`src/rtl/prog_timer_pkg.sv`:
```
package prog_timer_pkg;
  localparam int unsigned DATA_W = 8;
  localparam int unsigned ACC_W  = 10;

  localparam logic [7:0] OFS_DIV = 8'h04;
  localparam logic [7:0] OFS_CNT = 8'h05;
  localparam logic [7:0] OFS_MOD = 8'h06;
  localparam logic [7:0] OFS_CTL = 8'h07;

  typedef enum logic [1:0] {
    RATE_1024 = 2'b00,
    RATE_16   = 2'b01,
    RATE_64   = 2'b10,
    RATE_256  = 2'b11
  } rate_e;

  typedef struct packed {
    logic  en;
    rate_e rate;
  } ctl_t;

  function automatic logic [ACC_W:0] rate_period(rate_e r);
    case (r)
      RATE_16:  return (ACC_W+1)'(16);
      RATE_64:  return (ACC_W+1)'(64);
      RATE_256: return (ACC_W+1)'(256);
      default:  return (ACC_W+1)'(1024);
    endcase
  endfunction
endpackage

```
`src/rtl/div_unit.sv`:
```
module div_unit #(
  parameter int unsigned PRE_W = 8,
  parameter int unsigned DIV_W = 8
) (
  input  logic             clk_i,
  input  logic             rst_ni,
  input  logic             tick_i,
  input  logic             clr_i,
  output logic [DIV_W-1:0] div_o
);
  localparam logic [PRE_W-1:0] PRE_MAX = '1;

  logic [PRE_W-1:0] pre_q;
  logic [DIV_W-1:0] div_q;
  logic             carry;

  assign carry = tick_i && (pre_q == PRE_MAX);

  always_ff @(posedge clk_i or negedge rst_ni) begin
    if (!rst_ni) begin
      pre_q <= '0;
      div_q <= '0;
    end else begin
      if (tick_i) pre_q <= pre_q + 1'b1;
      if (clr_i)      div_q <= '0;
      else if (carry) div_q <= div_q + 1'b1;
    end
  end

  assign div_o = div_q;

  AST_DIV_STEP: assert property (@(posedge clk_i) disable iff (!rst_ni)
    !clr_i |=> (div_q == $past(div_q)) || (div_q == $past(div_q) + 1'b1))
    else $error("divider jumped");
  AST_DIV_CLEAR: assert property (@(posedge clk_i) disable iff (!rst_ni)
    clr_i |=> div_q == '0)
    else $error("divider not cleared");
  AST_DIV_FROZEN: assert property (@(posedge clk_i) disable iff (!rst_ni)
    (!tick_i && !clr_i) |=> $stable(div_q))
    else $error("divider moved without tick");
endmodule

```
`src/rtl/tmr_prescaler.sv`:
```
module tmr_prescaler
  import prog_timer_pkg::*;
(
  input  logic  clk_i,
  input  logic  rst_ni,
  input  logic  en_i,
  input  rate_e rate_i,
  output logic  fire_o
);
  logic [ACC_W-1:0] acc_q;
  logic [ACC_W:0]   acc_inc;
  logic [ACC_W:0]   period;

  assign period  = rate_period(rate_i);
  assign acc_inc = {1'b0, acc_q} + 1'b1;
  assign fire_o  = en_i && (acc_inc >= period);

  always_ff @(posedge clk_i or negedge rst_ni) begin
    if (!rst_ni) acc_q <= '0;
    else if (en_i) begin
      // keep the excess so that a shorter period still catches up
      if (fire_o) acc_q <= ACC_W'(acc_inc - period);
      else        acc_q <= acc_inc[ACC_W-1:0];
    end
  end

  AST_ACC_HOLD: assert property (@(posedge clk_i) disable iff (!rst_ni)
    !en_i |=> $stable(acc_q))
    else $error("accumulator moved while idle");
  AST_ACC_CARRY: assert property (@(posedge clk_i) disable iff (!rst_ni)
    fire_o |=> acc_q == ACC_W'($past(acc_inc) - $past(period)))
    else $error("excess not carried");
endmodule

```
`src/rtl/prog_timer.sv`:
```
module prog_timer
  import prog_timer_pkg::*;
(
  input  logic        clk_i,
  input  logic        rst_ni,
  input  logic        tick_i,
  input  logic        we_i,
  input  logic [7:0]  addr_i,
  input  logic [7:0]  wdata_i,
  output logic [7:0]  rdata_o,
  output logic        irq_o
);
  localparam logic [DATA_W-1:0] CNT_TOP = '1;

  logic [DATA_W-1:0] div_val;
  logic [DATA_W-1:0] cnt_q, mod_q;
  ctl_t              ctl_q;
  logic              irq_q;
  logic              fire;
  logic              wr_div, wr_cnt, wr_mod, wr_ctl;

  assign wr_div = we_i && (addr_i == OFS_DIV);
  assign wr_cnt = we_i && (addr_i == OFS_CNT);
  assign wr_mod = we_i && (addr_i == OFS_MOD);
  assign wr_ctl = we_i && (addr_i == OFS_CTL);

  div_unit #(.PRE_W(8), .DIV_W(DATA_W)) u_div (
    .clk_i  (clk_i),
    .rst_ni (rst_ni),
    .tick_i (tick_i),
    .clr_i  (wr_div),
    .div_o  (div_val)
  );

  tmr_prescaler u_pre (
    .clk_i  (clk_i),
    .rst_ni (rst_ni),
    .en_i   (tick_i && ctl_q.en),
    .rate_i (ctl_q.rate),
    .fire_o (fire)
  );

  always_ff @(posedge clk_i or negedge rst_ni) begin
    if (!rst_ni) begin
      cnt_q <= '0;
      mod_q <= '0;
      ctl_q <= '0;
      irq_q <= 1'b0;
    end else begin
      irq_q <= 1'b0;
      if (wr_cnt) cnt_q <= wdata_i;
      else if (fire) begin
        if (cnt_q != CNT_TOP) cnt_q <= cnt_q + 1'b1;
        else begin
          cnt_q <= mod_q;
          irq_q <= 1'b1;
        end
      end
      if (wr_mod) mod_q <= wdata_i;
      if (wr_ctl) ctl_q <= ctl_t'(wdata_i[2:0]);
    end
  end

  always_comb begin
    case (addr_i)
      OFS_DIV: rdata_o = div_val;
      OFS_CNT: rdata_o = cnt_q;
      OFS_MOD: rdata_o = mod_q;
      OFS_CTL: rdata_o = {5'b11111, ctl_q};
      default: rdata_o = 8'hFF;
    endcase
  end

  assign irq_o = irq_q;

  AST_IRQ_RELOAD: assert property (@(posedge clk_i) disable iff (!rst_ni)
    irq_o |-> cnt_q == $past(mod_q))
    else $error("irq without reload");
  AST_CNT_IDLE: assert property (@(posedge clk_i) disable iff (!rst_ni)
    (!ctl_q.en && !wr_cnt) |=> $stable(cnt_q))
    else $error("counter moved while disabled");
  AST_WR_PRIO: assert property (@(posedge clk_i) disable iff (!rst_ni)
    wr_cnt |=> (cnt_q == $past(wdata_i)) && !irq_o)
    else $error("counter write lost");
  AST_CTL_RD: assert property (@(posedge clk_i) disable iff (!rst_ni)
    (addr_i == OFS_CTL) |-> rdata_o[7:3] == 5'b11111)
    else $error("control upper bits");
endmodule

```
`config.mk`:
```
export PLATFORM = sky130hd
export DESIGN_NAME = prog_timer
export DESIGN_NICKNAME = d
export VERILOG_FILES = /design/src/rtl/prog_timer_pkg.sv /design/src/rtl/div_unit.sv /design/src/rtl/tmr_prescaler.sv /design/src/rtl/prog_timer.sv
export SDC_FILE = /design/constraint.sdc
export NUM_CORES = 1
export LEC_CHECK = 0
export ABC_CLOCK_PERIOD_IN_PS = 3200
export CORE_MARGIN = 1.5
export CORE_UTILIZATION = 58
export CTS_CLUSTER_SIZE = 28
export DETAILED_ROUTE_END_ITERATION = 10
export PLACE_DENSITY_LB_ADDON = 0.12
export SLEW_MARGIN = 10
export SYNTH_ARGS = -nofsm -noshare
export SYNTH_HDL_FRONTEND = slang
export SYNTH_SLANG_ARGS = --single-unit
```
`constraint.sdc`:
```
create_clock -name clk_i -period 3.2 [get_ports clk_i]
set_input_delay 0.64 -clock clk_i [delete_from_list [all_inputs] [get_ports clk_i]]
set_output_delay 0.64 -clock clk_i [all_outputs]
set_load 0.02 [all_outputs]
```
=== Word-level counts from Yosys, hierarchy flattened ===
Index checks and enable logic that the tools add are counted.

* $add $sub $neg: 5
* Magnitude comparators: 1
* Eq/ne operators: 9
* Multiplexer cells: 11
* Reduce and logical (&&, ||, !) cells: 9

{| class="wikitable"
|+ Operator list
! operator !! number
|-
| 2-to-1 mux 8 bit || 5
|-
| one-hot mux 11 bit (3 select lines) || 1
|-
| == test 8 x 3 -> 1 bit, second input constant || 4
|-
| one-hot mux 8 bit (4 select lines) || 1
|-
| adder 8 x 1 -> 8 bit, second input constant || 3
|-
| adder 10 x 1 -> 11 bit, second input constant || 1
|-
| >= comparator 11 bit || 1
|-
| 2-to-1 mux 10 bit || 1
|-
| subtractor 10 bit || 1
|-
| == test 8 bit, second input constant || 1
|-
| != test 8 bit, second input constant || 1
|-
| logical AND 1 bit || 7
|-
| == test 2 bit, second input constant || 2
|-
| nonzero test 2 bit || 2
|-
| 2-to-1 mux 1 bit || 3
|-
| == test 2 x 1 -> 1 bit, second input constant || 1
|}

* Register bits after elaboration: 46
* Input bits: 20
* Word-level logic and storage cells: 43

=== Logic depth before layout (Yosys ltp) ===
Gate-level depths: netlist (run 1).

* Depth after elaboration: 6
* Gate-level depth with buffers: 12
* Depth with buffers taken out: 11

=== Hierarchy ===
Synthesis (run 1) repeated with hierarchy kept, for this count alone.

* Cells, all modules: 304
* Area total of the unflattened synthesis: 3,036.7 µm²

{| class="wikitable"
|+ Modules (own cells, without submodules)
! module !! times used !! cells each !! area an instance (µm²) !! sequential area each (µm²)
|-
| prog_timer || 1 || 124 || 1,277.5 || 500.5
|-
| tmr_prescaler || 1 || 107 || 957.2 || 250.2
|-
| div_unit || 1 || 73 || 802.0 || 400.4
|}

=== Least setup slack after synthesis (run 1) ===
OpenSTA, ideal clock, no wires.

* Kind: flip-flop to flip-flop
* Start point: reg u_pre.acc_q[0]
* End point: reg u_pre.acc_q[6]
* Arrival time: 2,600 ps
* Slack: 456 ps
* Cell stages (with the launch flop): 13
* Path buffers: 1
* Cells stage by stage: dfrtp_1 > ha_1 > and4_1 > and3_1 > and3_1 > ha_1 > nand2_1 > nor3_1 > a41oi_2 > o311ai_4 > buf_6 > mux2i_1 > a22oi_1

* Longest elaborated chain between the ends: 4
* Elaborated cells between the ends (all ways): 5
* Classes of those cells: add/sub (2); order compare (1); mux (1); reduce/logical (1)

{| class="wikitable"
|+ Ends and longest elaborated chain
! element !! RTL line !! RTL
|-
| from (decl) || tmr_prescaler.sv:10 || <nowiki>logic [ACC_W-1:0] acc_q;</nowiki>
|-
| from (signal assigned) || tmr_prescaler.sv:22 || <nowiki>if (fire_o) acc_q <= ACC_W'(acc_inc - period);</nowiki>
|-
| from (signal assigned) || tmr_prescaler.sv:23 || <nowiki>else acc_q <= acc_inc[ACC_W-1:0];</nowiki>
|-
| adder 10 x 1 -> 11 bit (*) || tmr_prescaler.sv:15 || <nowiki>assign acc_inc = {1'b0, acc_q} + 1'b1;</nowiki>
|-
| >= comparator 11 bit || tmr_prescaler.sv:16 || <nowiki>assign fire_o = en_i && (acc_inc >= period);</nowiki>
|-
| logical AND 1 bit || tmr_prescaler.sv:16 ||
|-
| 2-to-1 mux 10 bit (*) || tmr_prescaler.sv:22 ||
|}

Mark *: on every way between the ends. The rest lies on a longest branch, timed or not.
A chain may end at the register's enable or synchronous reset.

=== Final worst setup path (run 1) ===
* Start point: reg u_pre.acc_q[4]
* End point: reg cnt_q[7]

* Longest elaborated chain between the ends: 4

{| class="wikitable"
|+ Ends and longest elaborated chain
! element !! RTL line !! RTL
|-
| adder 10 x 1 -> 11 bit || tmr_prescaler.sv:15 ||
|-
| >= comparator 11 bit || tmr_prescaler.sv:16 ||
|-
| logical AND 1 bit || tmr_prescaler.sv:16 ||
|-
| nonzero test 2 bit (no line) || -- ||
|-
| to (signal assigned) || prog_timer.sv:51 || <nowiki>if (wr_cnt) cnt_q <= wdata_i;</nowiki>
|-
| to (signal assigned) || prog_timer.sv:53 || <nowiki>if (cnt_q != CNT_TOP) cnt_q <= cnt_q + 1'b1;</nowiki>
|-
| to (signal assigned) || prog_timer.sv:55 || <nowiki>cnt_q <= mod_q;</nowiki>
|-
| to (decl) || prog_timer.sv:16 || <nowiki>logic [DATA_W-1:0] cnt_q, mod_q;</nowiki>
|}

Every way passes these cells.

==> summary.txt, run 1 <==
Global routing
  – Vias in the first global route: 2332
  – First-pass GRT wire length: 10800 um
  – GRT Overall Usage: 24.9%
  – Antenna violations before repair: 0
  – Grt ovf: 0
  – Pin count of the biggest net entering global routing: 47

Clocking
  – CTS Hold Buffers Added: 0
  – CTS tree: done
  – Worst-Skew Late Latency: 0.30 ns
  – Root Driver: clkbuf_8
  – Clock-pin slew on the worst setup and hold paths: 0.09 ns
  – Clock Tree Buf Depth: 2
  – CTS Buf Count: 5
  – CTS sink cnt: 46
  – CTS HTree Levels: 2

Placement
  – I/O Buffers: 28
  – Final Wtd Congestion: 0.901
  – Hpwl dp: 4890 um
  – Post-DP Area: 3420 sq um

Synth
  – Avg Cell Area, Syn: 9.84 sq um
  – Syn. warnings: 0
  – Sequential area share after synthesis: 37.5%
  – Syn Std Cell Area: 3070 sq um
  – Cells after Synth: 312
  – EDFF count, synth: 0
  – Post-synth top flop: dfrtp_1
  – Flops & latches, synth: 46
  – Synthesized net count: 342
  – Number of library cell types mapped by synthesis: 60
  – Ys async rst share: 100%

Worst setup path
  – CP arrival: 3.30 ns
  – CP Capture Type: register
  – Crit path launch type: register
  – Worst endpoint required time: 3.41 ns
  – Worst-path fanout max: 6
  – Crit Path Category: register to register
  – R2r setup slk: 0.11 ns

Floorplanning
  – DIE AREA: 5740 sq um
  – Die Span Y: 75.8 um
  – Core ar.: 5110 sq um
  – Number of I/O pins: 29
  – Starting density of the core: 60.1%
  – Row count: 26
  – DIE WIDTH: 75.8 um

Detailed routing
  – Initial DRC count: 169
  – Antenna viol nets, final: 0
  – Routed via count: 2481
  – DRC: 0
  – DR pass1 iterations: 4
  – Avg WL per Cell: 17.0 um
  – Total Routed Length: 7060 um
  – Vias per cell: 5.96

Timing
  – Final Skew: 0.00558 ns
  – Least-Margin Pin Slew: 1.02 ns
  – Final setup fails: 0
  – Hold_ws: 0.471 ns
  – Slew Limit Fails: 0
  – Slew margin rel.: 31.7%
  – Minimum clock period: 3.09 ns
  – Fmax: 0.323 GHz
  – Hold Vio Cnt, Final: 0
  – Period Utilization, post-route: 96.6%

Final layout
  – Share of cells above drive strength 1: 18.5%
  – ANT cells: 0
  – Final Instance Area: 3610 sq um
  – Nets: 375
  – P&R area growth vs syn: 17.4%

Pwr
  – PwrDens: 414 nW/um^2
  – Max IR drop VDD: 0.323 mV
  – Leak: 1.54 nW

Min path
  – Hold/Removal Path Class: register to register

Status
  – Status: finished, final reports clean

Flow run
  – MaxCap Viol Count: 0
## power by group
group | leakage [nW] | switching, mW | internal (mW)
clock | 0.0585 | 0.209 | 0.234
combinational | 0.884 | 0.160 | 0.161
sequential | 0.597 | 0.0745 | 0.655
total | 1.54 | 0.443 | 1.05
## layout by cell type (no fill, tap or decap), types with 11 or more instances in the layout
cell type / count
xor2_1: 17
xnor2_1: 11
buf_4: 15
dfrtp_1: 46
nand3_1: 12
nor2_1: 24
nand2_1: 31
clkdlybuf4s50_1: 19
mux2_2: 18
a21oi_1: 11
## cells by family after synthesis
group | share of synthesized area, %
AOI/OAI and AO/OA | 16.3
xor gates and xnor gates | 7.99
muxes | 10.4
and+or+nand+nor | 18.9
buffers and inverters | 4.85
adders and majority gates | 4.07
DFF | 37.5
## critical path, stage by stage, from the launching register on
cell and delay [ns]:
dfrtp_1 0.39, and2_2 0.21, and4_1 0.25, and3_1 0.24, and3_1 0.20, ha_1 0.32, nand2_1 0.08, nor3_1 0.06
a41oi_2 0.44, o311ai_2 0.36, and3_2 0.28, o31ai_1 0.19
## worst paths after layout
check                                    start              to  cells past startpoint
worst max-delay path            u_pre.acc_q[4]        cnt_q[7]                     11
worst min-delay path            u_div.pre_q[7]  u_div.pre_q[7]                      1
worst max register to register  u_pre.acc_q[4]        cnt_q[7]                     11
worst min register to register  u_div.pre_q[7]  u_div.pre_q[7]                      1
max in group asynchronous               rst_ni  u_div.div_o[5]                      1
min in group asynchronous               rst_ni        mod_q[6]                      1
## routing by layer
metal / vias up / track usage [%] / share of wire [%]
met4: 0 / 10.9 / 2.9
met2: 72 / 40.9 / 49
met1: 1180 / 32.5 / 43
li1: 1209 / - / -
met5: - / 0 / 0
met3: 20 / 3.84 / 5.4
## sequential cells by signal, summed over array words and instances (netlist names)
| name | cells |
|---|---|
| u_pre.acc_q | 10 |
| cnt_q | 8 |
| mod_q | 8 |
| u_div.div_o | 8 |
| u_div.pre_q | 8 |
| ctl_q | 3 |
| irq_o | 1 |
## cells in the mapped netlist, types with 4 or more instances
master / instances / area (sq um)
a21oi_1: 11 / 55.1
o22ai_1: 5 / 31.3
buf_6: 5 / 56.3
mux2_2: 18 / 203
nor2_1: 24 / 90.1
xor2_1: 17 / 149
a21boi_0: 5 / 37.5
dfrtp_1: 46 / 1150
nor3_1: 4 / 20.0
nand4_1: 8 / 50.1
o22a_1: 4 / 35.0
ha_1: 10 / 125
mux2i_1: 5 / 50.1
nand2b_1: 6 / 37.5
and3_1: 5 / 31.3
nand3_1: 12 / 60.1
nand2_1: 31 / 116
o21ai_0: 9 / 45.0
xnor2_1: 11 / 96.3
clkbuf_1: 9 / 33.8
inv_1: 7 / 26.3
## area by class of cell
| class | instances | area (sq um) |
|---|---|---|
| tap | 70 | 87.6 |
| inverter | 7 | 26.3 |
| fill | 405 | 1500 |
| timing repair buffer | 43 | 408 |
| multi-input combinational | 242 | 1820 |
| sequential | 46 | 1150 |
| clock inverter | 3 | 43.8 |
| clock buffer | 5 | 68.8 |
## through the flow
stage	total power [mW]	setup WS, ns	TNS [ns]	instances	utilization [%]
6_report	1.49	0.108	0	416	70.6
5_1_grt	1.57	-0.0289	-0.102	416	70.6
4_1_cts	1.49	0.0112	0	414	69.2
3_5_place_dp	1.05	0.0329	0	406	67.0
3_3_place_gp	1.04	0.0734	0	406	67.0
2_1_floorplan	0.936	0.456	0	312	-
## repair_timing
action | in CTS | in global routing
setup endpoints to repair | 0 | 21
buffers inserted | 0 | 0
resized for setup | 0 | 10
Power figures use the tool's default switching activity.
==> run 2, diff against run 1 <==
Settings changed: CELL_PAD_IN_SITES_DETAIL_PLACEMENT set to 0, CELL_PAD_IN_SITES_GLOBAL_PLACEMENT set to 1, CORE_UTILIZATION 58 to 45, SLEW_MARGIN 10 to unset.
==> summary.txt, run 2 (synthesized netlist as in run 1, its figures left out) <==
Timing
  – Least-Margin Pin Slew: 1.08 ns (was 1.02 ns)
  – Slew Limit Fails: 0 (unchanged)
  – Period Utilization, post-route: 98.1% (was 96.6%)
  – Fmax: 0.319 GHz (was 0.323 GHz)
  – Minimum clock period: 3.14 ns (was 3.09 ns)
  – Slew margin rel.: 28.1% (was 31.7%)
  – Unrepaired setup endpoints after global routing: false
  – Final Skew: 0.00611 ns (was 0.00558 ns)
  – Hold Vio Cnt, Final: 0 (unchanged)
  – Final setup fails: 0 (unchanged)
  – Setup TNS Final: 0 ns (unchanged)

Detailed routing
  – Routed via count: 2462 (was 2481)
  – DR pass1 iterations: 4 (unchanged)
  – Initial DRC count: 154 (was 169)
  – Antenna viol nets, final: 0 (unchanged)
  – Total Routed Length: 7000 um (was 7060 um)
  – Avg WL per Cell: 16.6 um (was 17.0 um)
  – DRC: 0 (unchanged)
  – Vias per cell: 5.85 (was 5.96)

Pwr
  – Max IR drop VDD: 0.280 mV (was 0.323 mV)
  – PwrDens: 415 nW/um^2 (was 414 nW/um^2)
  – Leak: 1.52 nW (was 1.54 nW)

Floorplanning
  – Row count: 29 (was 26)
  – Core ar.: 6460 sq um (was 5110 sq um)
  – Die Span Y: 85.6 um (was 75.8 um)
  – Starting density of the core: 47.5% (was 60.1%)
  – DIE WIDTH: 85.6 um (was 75.8 um)
  – Number of I/O pins: 29 (unchanged)
  – DIE AREA: 7330 sq um (was 5740 sq um)

Flow run
  – MaxCap Viol Count: 0 (unchanged)

Placement
  – I/O Buffers: 28 (unchanged)
  – Hpwl dp: 5060 um (was 4890 um)
  – Final Wtd Congestion: 0.884 (was 0.901)

Final layout
  – ANT cells: 0 (unchanged)
  – Commonest non-fill, non-tap cell in the layout: dfrtp_1 (unchanged)
  – Max reg flops: 10 (unchanged)
  – Most frequent cells in the layout: dfrtp_1, nand2_1, nor2_1 (unchanged)
  – Final Util: 55.3% (was 70.6%)
  – Fillers: 597 (was 405)
  – P&R area growth vs syn: 16.3% (was 17.4%)
  – Most flops, register: u_pre.acc_q (unchanged)
  – Nets: 373 (was 375)
  – Share of cells above drive strength 1: 18.0% (was 18.5%)

Global routing
  – First-pass GRT wire length: 12100 um (was 10800 um)
  – Antenna violations before repair: 0 (unchanged)
  – Grt ovf: 0 (unchanged)
  – GRT Overall Usage: 20.7% (was 24.9%)
  – Vias in the first global route: 2399 (was 2332)
  – Pin count of the biggest net entering global routing: 47 (unchanged)

Worst setup path
  – CP arrival: 2.50 ns (was 3.30 ns)
  – CP Capture Type: output port (was register)
  – Worst endpoint required time: 2.56 ns (was 3.41 ns)
  – Crit path launch type: input pin (was register)
  – Crit Path Category: input pin to output port (was register to register)
  – Worst-path fanout max: 12 (was 6)

Clocking
  – CTS tree: done (unchanged)
  – Post-CTS Setup Repair Bufs: 0 (unchanged)
  – Clock-pin slew on the worst setup and hold paths: 0.09 ns (about the same)
  – Clock Tree Buf Depth: 2 (unchanged)
  – Root Driver: clkbuf_8 (unchanged)
  – CTS sink cnt: 46 (unchanged)
  – CTS HTree Levels: 2 (unchanged)
  – CTS Buf Count: 5 (unchanged)
  – Worst-Skew Late Latency: 0.30 ns (about the same)

Status
  – Status: finished, final reports clean (unchanged)

Min path
  – Hold/Removal Path Class: register to register (unchanged)
run 2: layout make-up:
cell class | count | area (sq um) | share of cell area [%]
Multi-Input combinational cell | 240 | 1780 | 49.7
Clock buffer | 6 | 72.6 | 2.03
Sequential cell | 46 | 1150 | 32.2
Clock inverter | 2 | 37.5 | 1.05
Tap cell | 77 | 96.3 | 2.70
Inverter | 7 | 26.3 | 0.736
Timing Repair Buffer | 43 | 410 | 11.5
run 2: per-layer routing:
| metal | part of all wire (%) | track usage [%] |
|---|---|---|
| met1 | 52 | 32.1 |
| met2 | 43 | 30.0 |
| met3 | 4.5 | 3.75 |
| met4 | 0.63 | 4.69 |
| met5 | 0 | 0 |
run 2: through the flow:
step           instances  hold WS (ns)  total power, mW  worst slack [ns]  area [sq um]
2_1_floorplan        312         0.344            0.936             0.456          3070
3_3_place_gp         413         0.455             1.05            0.0873          3440
3_5_place_dp         413         0.464             1.05            0.0529          3440
4_1_cts              421         0.479             1.49            0.0443          3550
5_1_grt              421         0.485             1.58           0.00133          3570
6_report             421         0.475             1.48            0.0613          3570
run 2: repair_timing:
action,CTS,global route
setup endpoints to repair,0,7
hold buffers,0,0
gates resized for setup,0,5
run 2: worst paths after layout:
kind | slack [ns] | depth (start not counted) | endpoint | startpoint
hold reg to reg | 0.48 | 1 | u_div.pre_q[7] | u_div.pre_q[7]
min in group asynchronous | 0.52 | 1 | u_pre.acc_q[9] | rst_ni
setup / recovery | 0.06 | 6 | rdata_o[0] | addr_i[7]
max in group asynchronous | 2.00 | 1 | mod_q[4] | rst_ni
setup reg to reg | 0.20 | 12 | u_pre.acc_q[6] | u_pre.acc_q[0]
hold / removal | 0.48 | 1 | u_div.pre_q[7] | u_div.pre_q[7]
run 2: power breakdown:
group | switching [mW] | internal [mW]
Sequential | 0.0772 | 0.655
Combinational | 0.154 | 0.155
Clock | 0.207 | 0.233
Total | 0.438 | 1.04
run 2: critical path: stages:
cell,delay [ns]
clkdlybuf4s50_1,0.39
or4b_1,0.51
nor3_1,0.14
buf_4,0.20
nand2b_1,0.08
clkdlybuf4s50_1,0.53
==> run 3, diff against run 2 <==
Settings changed: CORE_UTILIZATION 45 to 40, MAX_ROUTING_LAYER set to met4.
==> summary.txt, run 3 (synthesized netlist as in run 1, its figures left out) <==
Floorplanning
  – DIE WIDTH: 90.6 um (was 85.6 um)
  – DIE AREA: 8210 sq um (was 7330 sq um)
  – Starting density of the core: 41.9% (was 47.5%)
  – Core ar.: 7330 sq um (was 6460 sq um)
  – Die Span Y: 90.6 um (was 85.6 um)
  – Row count: 31 (was 29)
  – Number of I/O pins: 29 (unchanged)

Final layout
  – Commonest non-fill, non-tap cell in the layout: dfrtp_1 (unchanged)
  – Fillers: 684 (was 597)
  – Share of cells above drive strength 1: 19.7% (was 18.0%)
  – ANT cells: 0 (unchanged)
  – Max reg flops: 10 (unchanged)
  – P&R area growth vs syn: 19.2% (was 16.3%)
  – Most frequent cells in the layout: dfrtp_1, nand2_1, nor2_1 (unchanged)
  – Most flops, register: u_pre.acc_q (unchanged)
  – Nets: 379 (was 373)
  – Area occupied by multi-input gates: 1780 sq um (unchanged)
  – FF/Latch Area: 1150 sq um (unchanged)

Timing
  – Least-Margin Pin Slew: 1.07 ns (was 1.08 ns)
  – Hold Vio Cnt, Final: 0 (unchanged)
  – Unrepaired setup endpoints after global routing: false (unchanged)
  – Final setup fails: 0 (unchanged)
  – Minimum clock period: 2.98 ns (was 3.14 ns)
  – Slew Limit Fails: 0 (unchanged)
  – Period Utilization, post-route: 93.0% (was 98.1%)
  – Setup TNS Final: 0 ns (unchanged)
  – Final Skew: 0.00675 ns (was 0.00611 ns)
  – Fmax: 0.336 GHz (was 0.319 GHz)
  – Slew margin rel.: 28.4% (was 28.1%)

Worst setup path
  – Worst endpoint required time: 3.40 ns (was 2.56 ns)
  – Most used cell, CP: and3_1 (was clkdlybuf4s50_1)
  – Worst-path fanout max: 7 (was 12)
  – CP arrival: 3.18 ns (was 2.50 ns)
  – Crit Path Category: register to register (was input pin to output port)
  – CP Capture Type: register (was output port)
  – CP bufs+invs: 1 (was 3)
  – Crit-path slowest cell: dfrtp_1 (was clkdlybuf4s50_1)
  – R2r setup slk: 0.22 ns (was 0.20 ns)
  – Critical path's top delay family: simple AND/OR/NAND/NOR gates (was buffers and inverters)
  – Worst stage delay on the critical path: 0.38 ns (was 0.53 ns)
  – Crit-path cells: and2_2 > and4_1 > and3_1 > and3_1 > ha_1 > nand2_1 > nor3_2 > a41oi_2 > o311ai_4 > buf_4 > mux2i_1 > o31ai_2 (was clkdlybuf4s50_1 > or4b_1 > nor3_1 > buf_4 > nand2b_1 > clkdlybuf4s50_1)
  – Crit path launch type: register (was input pin)

Detailed routing
  – Vias per cell: 5.43 (was 5.85)
  – WL met2: 3190 um (was 3030 um)
  – Avg WL per Cell: 15.7 um (was 16.6 um)
  – Total Routed Length: 7030 um (was 7000 um)
  – Highest metal used: met4 (unchanged)
  – Initial DRC count: 90 (was 154)
  – DRC: 0 (unchanged)
  – DR pass1 iterations: 4 (unchanged)
  – Routed via count: 2437 (was 2462)
  – WL met3: 202 um (was 314 um)
  – WL met1: 3580 um (was 3610 um)
  – Antenna viol nets, final: 0 (unchanged)

Placement
  – Hpwl dp: 5110 um (was 5060 um)
  – Final Wtd Congestion: 0.785 (was 0.884)
  – I/O Buffers: 28 (unchanged)

Clocking
  – CTS HTree Levels: 2 (unchanged)
  – CTS sink cnt: 46 (unchanged)
  – CTS Hold Buffers Added: 0 (unchanged)
  – Worst-Skew Late Latency: 0.31 ns (was 0.30 ns)
  – CTS tree: done (unchanged)
  – Clock Tree Buf Depth: 2 (unchanged)
  – Root Driver: clkbuf_8 (unchanged)
  – CTS Buf Count: 5 (unchanged)
  – Clock-pin slew on the worst setup and hold paths: 0.10 ns (was 0.09 ns)

Pwr
  – PwrDens: 413 nW/um^2 (was 415 nW/um^2)
  – Pwr Total: 1.51 mW (was 1.48 mW)
  – Max IR drop VDD: 0.300 mV (was 0.280 mV)
  – Leak: 1.56 nW (was 1.52 nW)

Global routing
  – Antenna violations before repair: 0 (unchanged)
  – GRT Overall Usage: 18.5% (was 20.7%)
  – Grt ovf: 0 (unchanged)
  – Vias in the first global route: 2375 (was 2399)
  – First-pass GRT wire length: 11900 um (was 12100 um)
  – Pin count of the biggest net entering global routing: 47 (unchanged)

Flow run
  – MaxCap Viol Count: 0 (unchanged)

Min path
  – Hold/Removal Path Class: register to register (unchanged)

Status
  – Status: finished, final reports clean (unchanged)
## run 3: cell types whose count changed in the layout (fill, tap and decap cells not counted), sizes merged
cell and change:
buf +6, clkbuf -1, clkdlybuf4s50 -4, clkinvlp -1, dlymetal6s2s +4, inv +2
## run 3: repair_timing
item | 4_1_cts | 5_1_grt
gates resized for setup | 0 | 9
buffers inserted | 0 | 3
endpoints found under the setup margin | 0 | 15
## run 3: power breakdown
group	total (mW)	switching (mW)	leakage [nW]	internal [mW]
logic	0.317	0.153	0.904	0.164
registers	0.731	0.0753	0.597	0.655
clock network	0.465	0.226	0.0591	0.239
total	1.51	0.454	1.56	1.06
## run 3: per-stage QoR
stage | hold slack (ns) | util [%] | worst slack (ns) | area, sq um | instances
6_report | 0.477 | 49.9 | 0.224 | 3660 | 449
5_1_grt | 0.505 | 49.9 | 0.0536 | 3660 | 449
4_1_cts | 0.481 | 49.3 | 0.0234 | 3610 | 446
3_5_place_dp | 0.465 | 47.7 | 0.0423 | 3490 | 438
3_3_place_gp | 0.454 | 47.7 | 0.0618 | 3490 | 438
2_1_floorplan | 0.344 | - | 0.456 | 3070 | 312
## run 3: routing by layer
layer	vias up	global-route usage [%]
met1	1189	27.2
met2	38	26.8
met3	5	2.86
li1	1205	-
met4	0	4.23
met5	-	-
## run 3: area by class of cell
cell class / instances / area share [%]
Clock inverter: 3 / 1.30
Inverter: 7 / 0.718
Timing Repair Buffer: 49 / 12.7
Clock buffer: 5 / 1.88
Tap cell: 99 / 3.39
Multi-Input combinational cell: 240 / 48.5
Sequential cell: 46 / 31.5
## run 3: worst register-to-register path, cell delays in order, from the launching register on
cell and delay, ns:
dfrtp_1 0.38, and2_2 0.21, and4_1 0.26, and3_1 0.24
and3_1 0.19, ha_1 0.32, nand2_1 0.09, nor3_2 0.21
a41oi_2 0.20, o311ai_4 0.22, buf_4 0.25, mux2i_1 0.23
o31ai_2 0.07
## run 3: path summary, 6_finish.rpt
check / startpoint / to / depth (start not counted)
worst max-delay path: u_pre.acc_q[4] / cnt_q[2] / 12
worst min-delay path: u_div.pre_q[7] / u_div.pre_q[7] / 1
worst max register to register: u_pre.acc_q[4] / cnt_q[2] / 12
worst min register to register: u_div.pre_q[7] / u_div.pre_q[7] / 1
max in group asynchronous: rst_ni / u_div.div_o[1] / 1
min in group asynchronous: rst_ni / u_pre.acc_q[7] / 1
